### config.mk
export PLATFORM = sky130hd
export DESIGN_NAME = csel_bank
export DESIGN_NICKNAME = d
export VERILOG_FILES = /design/src/rtl/csel_pkg.sv /design/src/rtl/csel_edge.sv /design/src/rtl/csel_unit.sv /design/src/rtl/csel_bank.sv
export SDC_FILE = /design/constraint.sdc
export NUM_CORES = 1
export LEC_CHECK = 0
export BUFFER_PORTS_ARGS = -buffer_cell sky130_fd_sc_hd__buf_4
export CAP_MARGIN = 20
export CELL_PAD_IN_SITES_DETAIL_PLACEMENT = 0
export CELL_PAD_IN_SITES_GLOBAL_PLACEMENT = 1
export CORE_ASPECT_RATIO = 0.8
export CORE_MARGIN = 5
export CORE_UTILIZATION = 41
export CTS_CLUSTER_DIAMETER = 150
export CTS_CLUSTER_SIZE = 10
export DETAILED_ROUTE_END_ITERATION = 10
export PLACE_DENSITY = 0.81
export SYNTH_ARGS = -nofsm -noshare
export SYNTH_HDL_FRONTEND = slang
export SYNTH_SLANG_ARGS = --single-unit
### constraint.sdc
create_clock -name clk -period 2.9 [get_ports clk]
set_input_delay 0.725 -clock clk [delete_from_list [all_inputs] [get_ports clk]]
set_output_delay 0.725 -clock clk [all_outputs]
set_load 0.02 [all_outputs]
### src/rtl/csel_pkg.sv
package csel_pkg;

  localparam int SRC_W   = 3;
  localparam int DIV_W   = 2;
  localparam int FIELD_W = SRC_W + DIV_W;

  // field layout: source code in the upper bits, divider code in the lower bits
  typedef struct packed {
    logic [SRC_W-1:0] src;
    logic [DIV_W-1:0] div;
  } sel_cfg_t;

  // divider code to division ratio; the alternate variant changes code 2 only
  function automatic logic [2:0] div_ratio(input logic [DIV_W-1:0] code,
                                           input logic alt);
    logic [2:0] r;
    case (code)
      2'd0:    r = 3'd1;
      2'd1:    r = 3'd4;
      2'd2:    r = alt ? 3'd3 : 3'd1;
      default: r = 3'd2;
    endcase
    return r;
  endfunction

  // number of candidate periods the output stays high within one period
  function automatic logic [1:0] high_slots(input logic [2:0] ratio);
    return (ratio == 3'd3) ? 2'd1 : ratio[2:1];
  endfunction

endpackage

### src/rtl/csel_edge.sv
module csel_edge #(
  parameter int LANES  = 7,
  parameter int STAGES = 2
) (
  input  logic             clk,
  input  logic             rst_n,
  input  logic [LANES-1:0] din,
  output logic [LANES-1:0] lvl_o,
  output logic [LANES-1:0] rise_o
);

  for (genvar g = 0; g < LANES; g++) begin : g_lane
    logic [STAGES-1:0] sh_q, sh_n;
    logic              prev_q;

    always_comb sh_n = {sh_q[STAGES-2:0], din[g]};

    always_ff @(posedge clk or negedge rst_n) begin
      if (!rst_n) begin
        sh_q   <= '0;
        prev_q <= 1'b0;
      end else begin
        sh_q   <= sh_n;
        prev_q <= sh_q[STAGES-1];
      end
    end

    assign lvl_o[g]  = sh_q[STAGES-1];
    assign rise_o[g] = sh_q[STAGES-1] & ~prev_q;


    rise_single_chk: assert property (@(posedge clk) disable iff (!rst_n)
      rise_o[g] |=> !rise_o[g]);
  end

endmodule

### src/rtl/csel_unit.sv
module csel_unit
  import csel_pkg::*;
#(
  parameter int NUM_CAND = 7,
  parameter bit ALT_DIV3 = 1'b0
) (
  input  logic                clk,
  input  logic                rst_n,
  input  sel_cfg_t            pend_i,
  input  logic [NUM_CAND-1:0] lvl_i,
  input  logic [NUM_CAND-1:0] rise_i,
  output logic                clk_o
);

  sel_cfg_t   act_q, act_n;
  logic [1:0] cnt_q, cnt_n;
  logic       out_q, out_n;
  logic       sel_lvl, sel_rise;
  logic [2:0] ratio;
  logic [1:0] hslots;
  logic       idle, swap, run_en;

  // candidate select: code k+1 picks candidate k, code 0 picks nothing
  always_comb begin
    sel_lvl  = 1'b0;
    sel_rise = 1'b0;
    for (int k = 0; k < NUM_CAND; k++) begin
      if (act_q.src == SRC_W'(k + 1)) begin
        sel_lvl  = lvl_i[k];
        sel_rise = rise_i[k];
      end
    end
  end

  always_comb begin
    ratio  = div_ratio(act_q.div, ALT_DIV3);
    hslots = high_slots(ratio);
    idle   = (cnt_q == 2'd0) && !out_q;
    swap   = idle && (pend_i != act_q);
    run_en = (act_q.src != '0) && ((ratio == 3'd1) || sel_rise);
  end

  // next state
  always_comb begin
    act_n = act_q;
    cnt_n = cnt_q;
    out_n = out_q;
    if (swap) begin
      act_n = pend_i;
      cnt_n = 2'd0;
      out_n = 1'b0;
    end else if (run_en) begin
      if (ratio == 3'd1) begin
        out_n = sel_rise | (out_q & sel_lvl);
        cnt_n = 2'd0;
      end else begin
        out_n = (cnt_q < hslots);
        cnt_n = ({1'b0, cnt_q} == ratio - 3'd1) ? 2'd0 : cnt_q + 2'd1;
      end
    end
  end

  // registers
  always_ff @(posedge clk or negedge rst_n) begin
    if (!rst_n) begin
      act_q <= '0;
      cnt_q <= 2'd0;
      out_q <= 1'b0;
    end else begin
      if (swap) act_q <= act_n;
      if (swap || run_en) begin
        cnt_q <= cnt_n;
        out_q <= out_n;
      end
    end
  end

  assign clk_o = out_q;


  off_low_chk: assert property (@(posedge clk) disable iff (!rst_n)
    (act_q.src == '0) |-> !out_q);


  swap_idle_chk: assert property (@(posedge clk) disable iff (!rst_n)
    (act_q != $past(act_q)) |-> (!$past(out_q) && ($past(cnt_q) == 2'd0)));


  cnt_range_chk: assert property (@(posedge clk) disable iff (!rst_n)
    (act_q.src != '0) |-> ({1'b0, cnt_q} < ratio));


  rise_src_chk: assert property (@(posedge clk) disable iff (!rst_n)
    $rose(out_q) |-> $past(sel_rise));

endmodule

### src/rtl/csel_bank.sv
module csel_bank
  import csel_pkg::*;
#(
  parameter int NUM_SEL     = 6,
  parameter int REG_W       = 32,
  parameter int SYNC_STAGES = 2,
  parameter bit ALT_DIV3    = 1'b0
) (
  input  logic               clk,
  input  logic               rst_n,
  input  logic               cfg_we,
  input  logic [REG_W-1:0]   cfg_wdata,
  output logic [REG_W-1:0]   cfg_rdata,
  input  logic [NUM_SEL:0]   cand_clk,
  output logic [NUM_SEL-1:0] cons_clk
);

  localparam int NUM_CAND = NUM_SEL + 1;
  localparam int CFG_W    = NUM_SEL * FIELD_W;

  // reset: asserted asynchronously, released after two clock edges
  logic [1:0] rsync_q;
  logic       rst_in_n;

  always_ff @(posedge clk or negedge rst_n) begin
    if (!rst_n) rsync_q <= 2'b00;
    else        rsync_q <= {rsync_q[0], 1'b1};
  end
  assign rst_in_n = rsync_q[1];

  // source-control register
  logic [CFG_W-1:0] cfg_q, cfg_n;

  always_comb cfg_n = cfg_we ? cfg_wdata[CFG_W-1:0] : cfg_q;

  always_ff @(posedge clk or negedge rst_in_n) begin
    if (!rst_in_n)   cfg_q <= '0;
    else if (cfg_we) cfg_q <= cfg_n;
  end

  assign cfg_rdata = REG_W'(cfg_q);

  if (REG_W > CFG_W) begin : g_spare
    logic unused_wr_hi;
    assign unused_wr_hi = ^cfg_wdata[REG_W-1:CFG_W];
  end

  // candidate synchronizers and edge detectors
  logic [NUM_CAND-1:0] lvl, rise;

  csel_edge #(.LANES(NUM_CAND), .STAGES(SYNC_STAGES)) u_edge (
    .clk    (clk),
    .rst_n  (rst_in_n),
    .din    (cand_clk),
    .lvl_o  (lvl),
    .rise_o (rise)
  );

  // one selector per consumer
  for (genvar g = 0; g < NUM_SEL; g++) begin : g_sel
    sel_cfg_t pend;
    assign pend = sel_cfg_t'(cfg_q[g*FIELD_W +: FIELD_W]);

    csel_unit #(.NUM_CAND(NUM_CAND), .ALT_DIV3(ALT_DIV3)) u_unit (
      .clk    (clk),
      .rst_n  (rst_in_n),
      .pend_i (pend),
      .lvl_i  (lvl),
      .rise_i (rise),
      .clk_o  (cons_clk[g])
    );
  end


  rdback_chk: assert property (@(posedge clk) disable iff (!rst_in_n)
    cfg_we |=> (cfg_rdata[CFG_W-1:0] == $past(cfg_wdata[CFG_W-1:0])));

endmodule

=== Yosys cells after proc, flatten, opt, wreduce, memory -nomap -nowiden ===
Index checks and enable logic that the tools add are counted.

* $add $sub $neg: 12
* Order comparisons: 6
* Equal/unequal tests: 78
* Multiplexer cells: 138
* Bitwise operators: 26
* Reductions and logical operators: 72

{| class="wikitable"
|+ Operator list
! operator !! number
|-
| two-way mux 1 bit || 102
|-
| == test 3 bit (second input constant) || 24
|-
| two-way mux 2 bit || 30
|-
| == test 3 x 2 -> 1 bit (second input constant) || 18
|-
| == test 3 x 1 -> 1 bit (second input constant) || 12
|-
| case mux 3 bit (2 select lines) || 6
|-
| inequality test 5 bit || 6
|-
| logical NOT 2 bit || 12
|-
| == test 2 x 3 -> 1 bit || 6
|-
| logical AND 1 bit || 18
|-
| nonzero test 3 bit || 6
|-
| subtractor 3 x 1 -> 3 bit (second input constant) || 6
|-
| AND 1 bit || 13
|-
| adder 2 x 1 -> 2 bit (second input constant) || 6
|-
| == test 2 x 1 -> 1 bit (second input constant) || 6
|-
| == test 2 bit (second input constant) || 6
|-
| logical OR 1 bit || 12
|-
| < comparator 2 bit || 6
|-
| AND reduction 2 bit || 6
|-
| nonzero test 2 bit || 6
|-
| OR reduction 2 bit || 6
|-
| inverter 1 bit || 7
|-
| logical NOT 1 bit || 6
|-
| bitwise OR 1 bit || 6
|}

* Register bits after elaboration: 101
* Bits of input ports: 42
* Output and inout port bits: 38
* Word-level logic and storage cells: 372

=== Logic depth before layout (Yosys ltp) ===
Gate-level depths: netlist of run 1.

* Depth in word-level cells: 13
* Mapped depth: 8
* Depth with buffers taken out: 7

=== Hierarchy ===
From an unflattened synthesis of run 1, not the netlist that was laid out.

* Cell total of the unflattened synthesis: 554
* Area total of the unflattened synthesis: 6433.7 um^2

{| class="wikitable"
|+ By module, submodules not included
! module !! instances !! cells an instance !! area each (um^2) !! seq. area each (um^2)
|-
| csel_unit || 6 || 75 || 742.0 || 200.2
|-
| csel_bank || 1 || 69 || 1307.5 || 800.8
|-
| csel_edge || 1 || 35 || 674.4 || 525.5
|}

=== Worst setup path after synthesis of run 1 ===
OpenSTA, ideal clock, no wires.

* Path kind: register -> register
* From: reg cfg_q[25]
* To: reg g_sel[5].u_unit.cnt_q[0]
* Library setup time: 0.125 ns
* Arrival: 1.774 ns
* Required time: 2.775 ns
* Setup slack: 1.001 ns
* Stages on the path, launching flop included: 7
* Path buffers: 0
* Clock period less this slack: 1.899 ns
* Cells stage by stage: dfrtp_1 > xor2_1 > nor3_1 > a31oi_2 > nand2b_1 > o22ai_2 > mux2_2

* Cells in the longest elaborated chain, start to end: 4
* Elaborated cells on any way between the ends: 6
* Classes of those cells: eq/ne: 1; mux: 1; reduce/logical: 4

{| class="wikitable"
|+ Ends and longest elaborated chain
! what !! line !! RTL
|-
| start: declaration || csel_bank.sv:32 || <nowiki>logic [CFG_W-1:0] cfg_q, cfg_n;</nowiki>
|-
| start signal: assignment || csel_bank.sv:38 || <nowiki>else if (cfg_we) cfg_q <= cfg_n;</nowiki>
|-
| inequality test 5 bit * || csel_unit.sv:39 || <nowiki>swap = idle && (pend_i != act_q);</nowiki>
|-
| logical AND 1 bit * || csel_unit.sv:39 ||
|-
| nonzero test 2 bit (no line) or logical OR 1 bit (tied branches) || - ||
|-
| AND reduction 2 bit (no line) || - ||
|-
| end signal: assignment || csel_unit.sv:72 || <nowiki>cnt_q <= cnt_n;</nowiki>
|-
| end: declaration || csel_unit.sv:16 || <nowiki>logic [1:0] cnt_q, cnt_n;</nowiki>
|}

Every way passes the cells marked *; elsewhere a longest branch is shown, timed or not.
A chain may end at the register's enable or synchronous reset.

=== Final worst setup path of run 1 ===
* From: reg u_edge.g_lane[3].sh_q[1]
* To: reg g_sel[0].u_unit.out_q

* Cells in the longest elaborated chain, start to end: 9
* Elaborated cells on any way between the ends: 19
* Classes of those cells: mux: 11; bitwise: 3; reduce/logical: 5

{| class="wikitable"
|+ Ends and longest elaborated chain
! what !! line !! RTL
|-
| start: declaration || csel_edge.sv:13 || <nowiki>logic [STAGES-1:0] sh_q, sh_n;</nowiki>
|-
| start signal: assignment || csel_edge.sv:23 || <nowiki>sh_q <= sh_n;</nowiki>
|-
| AND 1 bit or two-way mux 1 bit (tied branches) || csel_edge.sv:29, csel_unit.sv:28 ||
|-
| two-way mux 1 bit (3 in a row) || csel_unit.sv:28 || <nowiki>if (act_q.src == SRC_W'(k + 1)) begin</nowiki>
|-
| two-way mux 1 bit or AND 1 bit (tied branches) || csel_unit.sv:28, csel_unit.sv:54 ||
|-
| bitwise OR 1 bit or logical OR 1 bit (tied branches) || csel_unit.sv:54, csel_unit.sv:40 ||
|-
| two-way mux 1 bit or logical AND 1 bit (tied branches) || csel_unit.sv:53, csel_unit.sv:40 ||
|-
| two-way mux 1 bit, or another cell as far along || csel_unit.sv:52 || <nowiki>end else if (run_en) begin</nowiki>
|-
| two-way mux 1 bit or AND reduction 2 bit (tied branches) || - ||
|-
| end signal: assignment || csel_unit.sv:73 || <nowiki>out_q <= out_n;</nowiki>
|-
| end: declaration || csel_unit.sv:17 || <nowiki>logic out_q, out_n;</nowiki>
|}

Several ways; a longest one is shown, not always the timed one. The select of a mux whose other input is x is not followed.

==> results of run 1 <==
-- flip-flops by register name, summed over array words and instances, names as in the netlist --
signal	flops
g_sel.u_unit.clk_o	6
rsync_q	2
u_edge.g_lane.prev_q	7
cfg_q	30
g_sel.u_unit.act_q	30
u_edge.g_lane.sh_q	14
g_sel.u_unit.cnt_q	12
-- layout make-up --
cell class,instances,area share [%]
Clock buffer,9,3.46
Clock inverter,7,1.17
Inverter,23,1.33
Multi-Input combinational cell,340,42.4
Sequential cell,101,38.9
Tap cell,180,3.46
Timing Repair Buffer,79,9.30
-- report_power, final --
part	total, W	switching [W]	leakage [nW]	internal [W]
sequential	0.00232	0.000606	1.21	0.00171
clock	0.00121	0.000595	0.149	0.000614
combinational	0.00224	0.00105	1.46	0.00119
total	0.00576	0.00225	2.82	0.00351
-- cell usage in the layout (no fill, tap or decap), types with 4 or more instances in the layout --
master | synthesis | routed
a21boi_0 | 5 | 5
a21oi_1 | 16 | 16
a31oi_1 | 7 | 7
and2b_4 | 4 | 4
buf_4 | 9 | 78
clkbuf_16 | 0 | 9
dfrtp_1 | 101 | 100
ha_1 | 13 | 13
inv_1 | 23 | 23
mux2_2 | 61 | 61
mux2i_1 | 12 | 12
nand2_1 | 25 | 25
nand2b_1 | 14 | 14
nand3_1 | 7 | 7
nand3b_1 | 5 | 5
nor2_1 | 17 | 17
nor2b_1 | 8 | 8
nor3_1 | 10 | 10
o211ai_1 | 4 | 4
o21a_1 | 5 | 5
o21ai_0 | 20 | 20
o31ai_1 | 6 | 6
xnor2_1 | 16 | 16
xor2_1 | 15 | 15
-- logic make-up (layout without fill, tap and decap cells) --
| group | Yosys count | after routing | synth area share [%] |
|---|---|---|---|
| and+or+nand+nor | 112 | 112 | 11.4 |
| AOI/OAI and AO/OA | 103 | 103 | 13.8 |
| DFF | 101 | 101 | 45.5 |
| muxes | 78 | 78 | 16.6 |
| buffers and inverters | 54 | 118 | 4.69 |
| xor gates and xnor gates | 31 | 31 | 4.89 |
| adders and majority gates | 13 | 13 | 2.93 |
| other | 2 | 3 | 0.135 |
-- worst paths after layout --
kind | start | end | slack, ns
max in group asynchronous | rsync_q[1] | cfg_q[21] | 1.85
min | rst_n | rsync_q[1] | 0.13
max reg2reg | u_edge.g_lane[3].sh_q[1] | g_sel[0].u_unit.clk_o | 0.72
min reg2reg | u_edge.g_lane[6].sh_q[0] | u_edge.g_lane[6].sh_q[1] | 0.35
max | u_edge.g_lane[3].sh_q[1] | g_sel[0].u_unit.clk_o | 0.72
min in group clk | u_edge.g_lane[6].sh_q[0] | u_edge.g_lane[6].sh_q[1] | 0.35
-- routing by layer --
| metal | vias up | part of all wire (%) | wire length, µm |
|---|---|---|---|
| met5 | - | 0 | 0 |
| met4 | 0 | 1.0 | 117 |
| met3 | 11 | 5.2 | 588 |
| met2 | 80 | 46 | 5280 |
| met1 | 1915 | 47 | 5400 |
| li1 | 1899 | - | - |
-- metrics by stage --
stage	setup WS, ns	instance area (µm²)	power [W]	utilization (%)	instances
final	0.722	6520	0.00576	48.6	739
after global placement	0.799	6210	0.00448	46.3	723
after detailed placement	0.755	6210	0.00459	46.3	723
after global routing	0.608	6520	0.00619	48.6	739
after CTS	0.732	6520	0.00583	48.6	739
after floorplan	1.00	5550	0.00410	-	495
==> results.cfg, run 1 <==
[yosys]
synth_warnings = 0
synth_seq_area_share_pct = 45.5
synth_edf_count = 0
synth_flop_cell = dfrtp_1
synthCells = 494
synth_most_common_cell = dfrtp_1
synth_commonest_cells = dfrtp_1 (101), mux2_2 (61), nand2_1 (25)
yosysTopAreaCellShare_pct = 45.5
ys_types = 74
synthTopCellsByArea = dfrtp_1 (46%), mux2_2 (12%), ha_1 (2.9%)
synth.cell_area_um2 = 5550
synth_seq_cells = 101
synth_area_per_cell_um2 = 11.2
synth_largest_area_cell = dfrtp_1
synthArstFlopShare_pct = 100

[sta]
final-setup-viol-count = 0
setup_tns_ns = 0
skew_ns = 0.00941
worst_pin_slew_ns = 0.694
drv_slew = 0
hold_slack_ns = 0.131
relSlewSlack_pct = 53.4
period_share_pct = 75.1
finalCriticalPeriod_ns = 2.18
rsz0062_at_grt = false
hold_violations = 0
max_clock_freq_ghz = 0.459

[cells_and_area]
nFillCells = 1210
multi_input_area_um2 = 2770
diodes = 0
nets = 609
drive_above_1_share_pct = 31.1
regArea_um2 = 2530
syn_to_final_growth_pct = 17.4

[cts]
cts_inserted_buffers = 9
cts_sinks = 101
clockRootBuffer = clkbuf_16
cts_max_path_buffers = 2
cts_resized = 0
clkSlewWorstSetupHoldPaths_ns = 0.07
insertion_delay_ns = 0.36
cts_tree = built
cts_max_level = 3
postCtsHoldBufs = 0
cts_setup_buffers = 0

[worst_hold_path]
hp-class = primary input to async pin

[drt]
drc = 0
wirelength_um = 11400
via_per_inst = 5.28
drt-initial-drc-count = 305
dr.pass1.iters = 4
ant_nets = 0
wl_per_cell_um = 15.4
vias = 3905

[global_routing]
grtUsageMet1_pct = 20.0
grt_usage_pct = 14.8
grt_max_degree = 55
grt.overflow.total = 0
grt_pass1_vias = 3886
grtUsageMet3_pct = 4.76
grt_first_pass_wirelength_um = 19200
grt_busiest_layer = met2
met2_usage_pct = 23.7
antenna_found_initial = 0

[critical_path]
path_common_cell = o21ai_0
worstPathRequired_ns = 3.14
cp.depth = 6
critPathCaptureType = register
arrival_ns = 2.42
critPathMaxFanout = 9
slowest_stage = dfrtp_1
cp-start-kind = register
crit_type = register to register
crit_buf_inv = 0
crit_chain = and2b_1, o21ai_0, o22ai_1, o21ai_0, and3_1, mux2_1
reg2regPathDepth = 6
crit_family = simple AND/OR/NAND/NOR gates
cpPeakStageDelay_ns = 0.52

[place]
dp_hpwl_um = 8270
globalplace.congestion = 0.801
numPortBuffers = 75

[floorplanning]
placement_rows = 38
dieHeight_um = 114
ios = 80
core_um2 = 13400
dieArea_um2 = 16000
fp.dieW_um = 140
initial_core_util_pct = 41.4

[pwr]
worst_ir_drop_vdd_uv = 367
power_leakage_nw = 2.82
power_density_nw_per_um2 = 885

[job]
drv_cap = 0

[status]
outcome = completed
No activity file was read; power rests on OpenSTA's default activity.
==> run 2, diff against run 1 <==
--- a/config.mk
+++ b/config.mk
@@ -11,11 +11,11 @@
 export CELL_PAD_IN_SITES_GLOBAL_PLACEMENT = 1
 export CORE_ASPECT_RATIO = 0.8
 export CORE_MARGIN = 5
-export CORE_UTILIZATION = 41
+export CORE_UTILIZATION = 46
 export CTS_CLUSTER_DIAMETER = 150
 export CTS_CLUSTER_SIZE = 10
 export DETAILED_ROUTE_END_ITERATION = 10
-export PLACE_DENSITY = 0.81
+export PLACE_DENSITY = 0.86
 export SYNTH_ARGS = -nofsm -noshare
 export SYNTH_HDL_FRONTEND = slang
 export SYNTH_SLANG_ARGS = --single-unit
==> constraint.sdc (replaced) <==
create_clock -name clk -period 2.09 [get_ports clk]
set_input_delay 0.5225 -clock clk [delete_from_list [all_inputs] [get_ports clk]]
set_output_delay 0.5225 -clock clk [all_outputs]
set_load 0.02 [all_outputs]
==> run 2 against run 1 <==
Against the previous run: cell count decreased by 0.95%; global-route usage increased by 2.7 points; register-to-register slack got worse by 0.63 ns; first-iteration DRC count decreased by 14%; via count increased by 2.5%; power increased by 46%; worst hold slack improved by 0.11 ns; worst setup slack got worse by 0.63 ns; clock-buffer cell count unchanged; sequential power increased by 31%; largest cell class unchanged.
==> results.cfg, run 2 (same netlist as run 1, synthesis figures left out) <==
[drt]
drc = 0
wirelength_um = 12000
dr.pass1.iters = 5
ant_nets = 0
via_per_inst = 5.47
drt-initial-drc-count = 261
vias = 4003
wl_per_cell_um = 16.4

[worst_hold_path]
hp-class = register to async pin

[pwr]
power_leakage_nw = 2.94
finalPower_w = 0.00841
worst_ir_drop_vdd_uv = 744
power_density_nw_per_um2 = 1260

[cells_and_area]
reg_top3 = cfg_q (30), g_sel.u_unit.act_q (30), u_edge.g_lane.sh_q (14)
syn_to_final_growth_pct = 20.6
layout_common_cells = buf_4 (102), dfrtp_1 (99), mux2_2 (61)
drive_above_1_share_pct = 34.4
diodes = 0
mostFrequentLayoutCell = buf_4
nets = 634

[cts]
insertion_delay_ns = 0.35
clkSlewWorstSetupHoldPaths_ns = 0.07
cts_tree = built
cts_sinks = 101
cts_inserted_buffers = 9
cts_max_path_buffers = 2
cts_max_level = 3
clockRootBuffer = clkbuf_16

[floorplanning]
dieArea_um2 = 14400
initial_core_util_pct = 47.6
fp.dieW_um = 133
placement_rows = 35
ios = 80
core_um2 = 11600
dieHeight_um = 108

[sta]
setup_tns_ns = 0
period_share_pct = 95.5
worst_pin_slew_ns = 0.548
rsz0062_at_grt = false
finalCriticalPeriod_ns = 2.00
skew_ns = 0.00589
hold_violations = 0
final-setup-viol-count = 0
max_clock_freq_ghz = 0.501
relSlewSlack_pct = 63.3
drv_slew = 0

[critical_path]
cp-start-kind = register
crit_chain = buf_4, or2b_1, mux2i_1, nand3_1, o21a_1, and3_1, mux2_1
worstPathRequired_ns = 2.32
cpPeakStageDelay_ns = 0.41
crit_type = register to register
crit_buf_inv = 1
critPathCaptureType = register
critPathMaxFanout = 6
crit_family = simple AND/OR/NAND/NOR gates
slowest_stage = dfrtp_1
arrival_ns = 2.22

[global_routing]
grt.overflow.total = 0
antenna_found_initial = 0
grt_pass1_vias = 4183
grt_usage_pct = 17.6
grt_max_degree = 54
grt_first_pass_wirelength_um = 20700

[status]
outcome = completed

[place]
numPortBuffers = 75
dp_hpwl_um = 8740
globalplace.congestion = 0.805

[job]
drv_cap = 0
-- run 2: changes by cell type in the layout (fill, tap and decap cells not counted), sizes merged --
cell         previous run  this run
dlygate4sd3             0         1
inv                    27        26
clkinv                  3         2
buf                    79       103
bufinv                  0         1
clkinvlp                0         1
-- run 2: worst reg2reg max path, cell delays in order (launching register included) --
cell and delay (ns):
dfrtp_1 0.41, buf_4 0.18, or2b_1 0.28, mux2i_1 0.16
nand3_1 0.14, o21a_1 0.16, and3_1 0.23, mux2_1 0.33
-- run 2: timing repair --
action	in CTS	in global routing
buffers inserted	0	0
hold buffers	1	0
setup endpoints to repair	0	6
hold endpoints to repair	2	0
gates resized for setup	0	6
-- run 2: area by class of cell --
| type | count | area [µm²] |
|---|---|---|
| repair buffers | 104 | 796 |
| clock inverters | 7 | 81.3 |
| fillers | 988 | 4960 |
| clock buffers | 9 | 225 |
| flip-flops and latches | 101 | 2530 |
| multi-input cells | 340 | 2790 |
| well taps | 148 | 185 |
| inverters | 23 | 86.3 |
-- run 2: power breakdown --
group          leakage, nW  internal, W  total (W)  switching [W]
Sequential            1.21      0.00238    0.00304       0.000662
Combinational         1.59      0.00188    0.00364        0.00176
Clock                0.147     0.000946    0.00172       0.000777
Total                 2.94      0.00521    0.00841        0.00320
-- run 2: final timing paths --
| path | start | endpoint | slack [ns] | cells past startpoint |
|---|---|---|---|---|
| setup / recovery | u_edge.g_lane[6].sh_q[1] | g_sel[0].u_unit.clk_o | 0.09 | 7 |
| hold / removal | rsync_q[1] | u_edge.g_lane[2].sh_q[0] | 0.24 | 0 |
| setup reg to reg | u_edge.g_lane[6].sh_q[1] | g_sel[0].u_unit.clk_o | 0.09 | 7 |
| hold reg to reg | rsync_q[1] | u_edge.g_lane[2].sh_q[0] | 0.24 | 0 |
| max in group asynchronous | rsync_q[1] | g_sel[0].u_unit.act_q[2] | 1.22 | 1 |
| min in group clk | cand_clk[5] | u_edge.g_lane[5].sh_q[0] | 0.28 | 1 |
-- run 2: through the flow --
step	hold slack [ns]	util, %	area, µm²	std cells	worst slack (ns)
floorplan	0.227	-	5550	495	0.191
global placement	0.243	54.5	6350	715	0.192
detailed placement	0.256	54.5	6350	715	0.135
CTS	0.258	57.3	6670	732	0.118
global route	0.259	57.4	6690	732	0.0354
finish	0.243	57.4	6690	732	0.0938
-- run 2: metal layers --
| metal | GRT usage [%] | part of all wire (%) |
|---|---|---|
| met4 | 3.86 | 0.79 |
| met2 | 29.7 | 49 |
| met5 | 0 | 0 |
| met1 | 23.2 | 46 |
| met3 | 4.09 | 4.5 |
